## src/rtl/cfg_gate_pkg.sv

```systemverilog
package cfg_gate_pkg;
  localparam int unsigned ENTRIES_DEF = 8;
  localparam int unsigned MSI_DEF     = 3;
  localparam int unsigned DATA_DEF    = 16;

  function automatic logic hold_class(input logic from_cpu, input logic cfg_mem,
                                      input logic cfg_io);
    return from_cpu & (cfg_mem | cfg_io);
  endfunction
endpackage

```

## src/rtl/cfg_msi_sync.sv

```systemverilog
module cfg_msi_sync #(
  parameter int unsigned MSI_W = 3
) (
  input  logic             clk,
  input  logic             rst,
  input  logic [MSI_W-1:0] msi_pend,
  output logic             msi_any_q
);
  always_ff @(posedge clk) begin
    if (rst) msi_any_q <= 1'b0;
    else     msi_any_q <= |msi_pend;
  end
endmodule

```

## src/rtl/cfg_tag_table.sv

```systemverilog
module cfg_tag_table #(
  parameter int unsigned N  = 8,
  parameter int unsigned IW = $clog2(N)
) (
  input  logic          clk,
  input  logic          rst,
  input  logic          alloc_v,
  input  logic [IW-1:0] alloc_idx,
  input  logic          alloc_tag,
  input  logic          req_v,
  input  logic [IW-1:0] req_idx,
  input  logic          issue_v,
  input  logic [IW-1:0] issue_idx,
  input  logic          free_v,
  input  logic [IW-1:0] free_idx,
  input  logic          hold,
  output logic [N-1:0]  tag,
  output logic [N-1:0]  rdy,
  output logic [N-1:0]  elig
);
  always_ff @(posedge clk) begin
    if (rst) begin
      tag <= '0;
      rdy <= '0;
    end else begin
      if (free_v)  tag[free_idx]  <= 1'b0;
      if (alloc_v) tag[alloc_idx] <= alloc_tag;
      if (issue_v) rdy[issue_idx] <= 1'b0;
      if (req_v)   rdy[req_idx]   <= 1'b1;
    end
  end

  always_comb begin
    for (int i = 0; i < N; i++) elig[i] = rdy[i] & ~(tag[i] & hold);
  end

  // an entry that is held must not be offered for selection
  a_r3_held_not_eligible: assert property (@(posedge clk) disable iff (rst)
    (hold && |(tag & rdy)) |-> ((elig & tag) == '0));
endmodule

```

## src/rtl/cfg_age_pick.sv

```systemverilog
module cfg_age_pick #(
  parameter int unsigned N  = 8,
  parameter int unsigned IW = $clog2(N)
) (
  input  logic          clk,
  input  logic          rst,
  input  logic          push_v,
  input  logic [IW-1:0] push_idx,
  input  logic [N-1:0]  rdy,
  input  logic [N-1:0]  elig,
  output logic          grant_any,
  output logic [IW-1:0] grant_idx
);
  // older[j][i] = 1 : entry j became ready before entry i
  logic [N-1:0] older [N];
  logic [N-1:0] gnt;

  always_ff @(posedge clk) begin
    if (rst) begin
      for (int j = 0; j < N; j++) older[j] <= '0;
    end else if (push_v) begin
      for (int j = 0; j < N; j++) begin
        if (IW'(j) != push_idx) older[j][push_idx] <= rdy[j];
        older[push_idx][j] <= 1'b0;
      end
    end
  end

  always_comb begin
    for (int i = 0; i < N; i++) begin
      logic blk;
      blk = 1'b0;
      for (int j = 0; j < N; j++)
        if (j != i) blk = blk | (elig[j] & older[j][i]);
      gnt[i] = elig[i] & ~blk;
    end
  end

  always_comb begin
    grant_idx = '0;
    for (int i = 0; i < N; i++)
      if (gnt[i]) grant_idx = IW'(i);
  end

  assign grant_any = |gnt;

  // the oldest-first choice is unique
  a_r5_single_grant: assert property (@(posedge clk) disable iff (rst) $onehot0(gnt));
  a_r5_grant_when_any: assert property (@(posedge clk) disable iff (rst)
    (|elig) |-> grant_any);
endmodule

```

## src/rtl/cfg_cpl_gate.sv

```systemverilog
module cfg_cpl_gate #(
  parameter int unsigned ENTRIES = cfg_gate_pkg::ENTRIES_DEF,
  parameter int unsigned MSI_W   = cfg_gate_pkg::MSI_DEF,
  parameter int unsigned DATA_W  = cfg_gate_pkg::DATA_DEF,
  localparam int unsigned IW     = $clog2(ENTRIES)
) (
  input  logic              clk,
  input  logic              rst,
  input  logic              alloc_valid,
  input  logic [IW-1:0]     alloc_idx,
  input  logic              alloc_from_cpu,
  input  logic              alloc_cfg_mem,
  input  logic              alloc_cfg_io,
  input  logic [MSI_W-1:0]  msi_pend,
  input  logic              req_valid,
  input  logic [IW-1:0]     req_idx,
  input  logic [DATA_W-1:0] req_data,
  output logic              cpl_valid,
  input  logic              cpl_ready,
  output logic [IW-1:0]     cpl_idx,
  output logic [DATA_W-1:0] cpl_data,
  output logic              free_valid,
  output logic [IW-1:0]     free_idx
);
  logic              msi_any_q;
  logic [ENTRIES-1:0] tag, rdy, elig;
  logic              grant_any;
  logic [IW-1:0]     grant_idx;
  logic              slot_open, load, hs;
  logic [DATA_W-1:0] data_mem [ENTRIES];

  assign slot_open = ~cpl_valid | cpl_ready;
  assign load      = slot_open & grant_any;
  assign hs        = cpl_valid & cpl_ready;

  cfg_msi_sync #(.MSI_W(MSI_W)) u_msi (
    .clk(clk), .rst(rst), .msi_pend(msi_pend), .msi_any_q(msi_any_q)
  );

  cfg_tag_table #(.N(ENTRIES), .IW(IW)) u_tbl (
    .clk(clk), .rst(rst),
    .alloc_v(alloc_valid), .alloc_idx(alloc_idx),
    .alloc_tag(cfg_gate_pkg::hold_class(alloc_from_cpu, alloc_cfg_mem, alloc_cfg_io)),
    .req_v(req_valid), .req_idx(req_idx),
    .issue_v(load), .issue_idx(grant_idx),
    .free_v(hs), .free_idx(cpl_idx),
    .hold(msi_any_q),
    .tag(tag), .rdy(rdy), .elig(elig)
  );

  cfg_age_pick #(.N(ENTRIES), .IW(IW)) u_pick (
    .clk(clk), .rst(rst),
    .push_v(req_valid), .push_idx(req_idx),
    .rdy(rdy), .elig(elig),
    .grant_any(grant_any), .grant_idx(grant_idx)
  );

  // completion data store, no reset so it maps onto block RAM
  always_ff @(posedge clk) begin
    if (req_valid) data_mem[req_idx] <= req_data;
  end

  always_ff @(posedge clk) begin
    if (rst) begin
      cpl_valid <= 1'b0;
      cpl_idx   <= '0;
      cpl_data  <= '0;
    end else if (slot_open) begin
      cpl_valid <= grant_any;
      if (grant_any) begin
        cpl_idx  <= grant_idx;
        cpl_data <= data_mem[grant_idx];
      end
    end
  end

  always_ff @(posedge clk) begin
    if (rst) begin
      free_valid <= 1'b0;
      free_idx   <= '0;
    end else begin
      free_valid <= hs;
      free_idx   <= cpl_idx;
    end
  end

  a_r3_no_release_under_msi: assert property (@(posedge clk) disable iff (rst)
    (load && tag[grant_idx]) |-> !$past(|msi_pend));
  a_r7_hold_stable: assert property (@(posedge clk) disable iff (rst)
    (cpl_valid && !cpl_ready) |=> (cpl_valid && $stable(cpl_idx) && $stable(cpl_data)));
  a_r8_free_follows: assert property (@(posedge clk) disable iff (rst)
    hs |=> (free_valid && free_idx == $past(cpl_idx)));
  a_r8_free_only_after_hs: assert property (@(posedge clk) disable iff (rst)
    !hs |=> !free_valid);
  a_r10_reset_idle: assert property (@(posedge clk) rst |=> (!cpl_valid && !free_valid));
endmodule

```

## config.mk

```make
export PLATFORM = sky130hd
export DESIGN_NAME = cfg_cpl_gate
export DESIGN_NICKNAME = d
export VERILOG_FILES = /design/src/rtl/cfg_gate_pkg.sv /design/src/rtl/cfg_msi_sync.sv /design/src/rtl/cfg_tag_table.sv /design/src/rtl/cfg_age_pick.sv /design/src/rtl/cfg_cpl_gate.sv
export SDC_FILE = /design/constraint.sdc
export NUM_CORES = 1
export LEC_CHECK = 0
export ABC_AREA = 1
export BUFFER_PORTS_ARGS = -buffer_cell sky130_fd_sc_hd__buf_2
export CAP_MARGIN = 40
export CELL_PAD_IN_SITES_DETAIL_PLACEMENT = 1
export CELL_PAD_IN_SITES_GLOBAL_PLACEMENT = 1
export CORE_MARGIN = 1
export CORE_UTILIZATION = 40
export CTS_CLUSTER_DIAMETER = 50
export CTS_CLUSTER_SIZE = 8
export DETAILED_ROUTE_END_ITERATION = 16
export MAX_ROUTING_LAYER = met4
export PLACE_DENSITY_LB_ADDON = 0.1
export SLEW_MARGIN = 10
export SYNTH_ARGS = -nofsm -noshare
export SYNTH_HDL_FRONTEND = slang
export SYNTH_SLANG_ARGS = --single-unit
```

## constraint.sdc

```tcl
create_clock -name clk -period 4.35 [get_ports clk]
set_input_delay 0.2175 -clock clk [delete_from_list [all_inputs] [get_ports clk]]
set_output_delay 0.2175 -clock clk [all_outputs]
set_load 0.01 [all_outputs]
```

==> impl_metrics.tcl <==
set metrics [dict create \
    ys_ff_latch 225 \
    fill_cells 2714 \
    start_kind "flip-flop" \
    end_kind "flip-flop" \
    rsz0062_at_grt "no" \
    dp_hpwl_um 18550 \
    wl_per_cell_um 18.94 \
    hold_ws_ps 7.793 \
    start_util_pct 40.89 \
    crit_end "u_tbl.rdy[1]" \
    fin_nets 1200 \
    die_w_um 156.9 \
    syn2layout_area_growth_pct 19.88 \
    crit_fanout 32 \
    gp_congestion 0.9177 \
    finalNonFillerCells 1510 \
    insertion_delay_ps 510 \
    clock_path_buffers 3 \
    synth_top_area_share_pct 40.05 \
    coreArea_um2 23470 \
    grt_pass1_vias 8000 \
    cp_cell_sequence "a21oi_1 -> nand2_1 -> nand2_1 -> nor2_1 -> nand2_1 -> nand2_4 -> nor2_8 -> nand2_2 -> nor2_2 -> nor2_4 -> nand2_1 -> o211ai_1 -> nand2_1" \
    cts_tree "done" \
    die-area_um2 24620 \
    h-tree-depth 2 \
    critPathKind "reg2reg" \
    synth.distinct_cells 34 \
    first_pass_iters 4 \
    worst-path-stages 13 \
    synth_most_common_cell "nand2_1" \
    p_leak_uw 0.004661 \
    synth_nets 1114 \
    drc_errors 0 \
    grt_max_degree 44 \
    post_cts_buffers 0 \
    setup_viol 0 \
    p_total_uw 5492 \
    antenna_cells 0 \
    max-cap-violations 0 \
    slowest_stage "dfxtp_1" \
    finClkSkew_ps 17.83 \
    grt-ovfl-total 0 \
    power_density_nw_per_um2 477.3 \
    worst_slew_pin_slew_ps 777.8 \
    cts_buffers 36 \
    hp-class "in2reg" \
    ir_drop_uv 449.4 \
    rows 56 \
    ant_nets 0 \
    pre_cts_slack_ps 931.0 \
    synth_area_um2 9598 \
    synth_warnings 0 \
    io_pins 57 \
    gr-usage-all-layers_pct 24.95 \
    cp_data_arrival_time_ps 3740 \
    status "completed" \
    vias 7691 \
    dp.cells 1435 \
    cpLargestDelayFamily "simple AND/OR/NAND/NOR gates" \
    grt_antenna_before_repair 0 \
    grt_pass1_wl_um 44660 \
    drt_iter0_drc 429 \
    regToRegEndpoint "u_tbl.rdy[1]" \
    syn_area_per_cell_um2 8.879 \
    yosys-top-cells-count "nand2_1, nand3_1, edfxtp_1" \
    clk_pin_slew_ps 50 \
    synth_ff_type "edfxtp_1" \
    slew_viol_final 0 \
    routed_wl_um 28610 \
    fin_setup_tns_ps 0 \
    synth_edf_count 128 \
    rrSetupSlack_ps 990 \
    startpoint "u_msi.msi_any_q" \
    cp_common_cell "nand2_1" \
    cpPeakStageDelay_ps 820 \
    drive_gt1_share_pct 13.43 \
    synth.largest_area_cell "edfxtp_1" \
    worst_slack_ps 990.4 \
    synth-seq-area-share_pct 60.28 \
    io_buffer_count 56 \
    finalHoldViolCount 0 \
    timing.fmax_ghz 0.2977 \
    async_flop_share_pct 0 \
    crit_buf_inv 0 \
    synth.area.top_cells "edfxtp_1, dfxtp_1, nand2_1" \
    viasPerCell 5.093 \
    clock-sinks 225 \
    r2r_start "u_msi.msi_any_q" \
    critPathRequiredTime_ps 4730 \
    syn_inst 1081 \
    die_y_um 156.9 \
    ff2ff_path_depth 13 \
    slew_headroom_pct 48.08 \
    min_period_ps 3360 \
    timing.final.crit_share_pct 77.23 \
    cts-root-buf "clkbuf_16" \
]
## report_power, final
part           total (uW)  leakage, uW  switching (uW)  internal (uW)
Clock                2590     0.000525             951           1640
Combinational         513      0.00219             360            152
Sequential           2390      0.00195            53.7           2340
## layer usage
layer  global-route usage [%]  share of wire [%]
met5                        -                  0
met4                    8.543                2.8
met3                    3.414                3.1
met2                    41.93                 49
met1                    30.89                 45
## sequential cells by signal, summed over array words and instances (netlist names)
signal           cells
cpl_idx              3
u_tbl.tag            8
u_pick.older        56
free_idx             3
data_mem           128
cpl_data            16
free_valid           1
cpl_valid            1
u_msi.msi_any_q      1
u_tbl.rdy            8
## layout by cell type, fill, tap and decap left out, types with 4 or more instances in the layout
cell / synthesis / routed
inv_2: 5 / 6
o211ai_1: 4 / 4
nand2_1: 288 / 288
o21ai_0: 40 / 40
nand3_1: 140 / 140
clkbuf_1: 23 / 16
nor2_2: 1 / 7
inv_1: 109 / 108
nand2_2: 8 / 8
buf_8: 0 / 4
dfxtp_1: 97 / 97
clkbuf_16: 0 / 36
buf_4: 8 / 21
nand4_1: 5 / 5
a21oi_1: 85 / 85
nor2_1: 92 / 85
dlygate4sd3_1: 0 / 13
edfxtp_1: 128 / 128
clkinv_2: 0 / 4
buf_2: 13 / 56
nand3b_1: 7 / 7
## worst min path at each step
| stage | cells after the start | endpoint | from |
|---|---|---|---|
| after detailed placement | 2 | u_pick.older[3][2] | u_pick.older[3][2] |
| after global placement | 2 | u_pick.older[3][2] | u_pick.older[3][2] |
| after floorplan | 0 | data_mem[0][0] | req_data[0] |
| after global routing | 1 | data_mem[0][8] | req_data[8] |
| after CTS | 1 | data_mem[0][1] | req_data[1] |
| final | 1 | data_mem[0][1] | req_data[1] |
## per-stage QoR
step	util [%]	cell area (um^2)
after floorplan	-	9598
after global placement	43.60	10230
after detailed placement	43.88	10300
after CTS	49.02	11510
after global routing	49.02	11510
final	49.02	11510
## timing repair
action	CTS	global route
gates resized for setup	0	0
hold buffers	13	0
endpoints found under the hold margin	89	0
## layout make-up
class	count	area (um^2)	share of cell area, %
Clock buffer	55	1002	8.710
Clock inverter	7	75.07	0.6525
Inverter	115	431.7	3.752
Multi-Input combinational cell	695	3184	27.68
Sequential cell	225	5786	50.28
Tap cell	319	399.1	3.469
Timing Repair Buffer	94	628.1	5.459
## kinds of logic after synthesis
kind of cell	count (synthesis)	share of synthesized area [%]
flip-flops	225	60.28
AO/OA/AOI/OAI	149	8.708
AND/OR/NAND/NOR	546	24.23
buffers and inverters	161	6.779
Note: power is estimated with default switching activity, not from simulation.
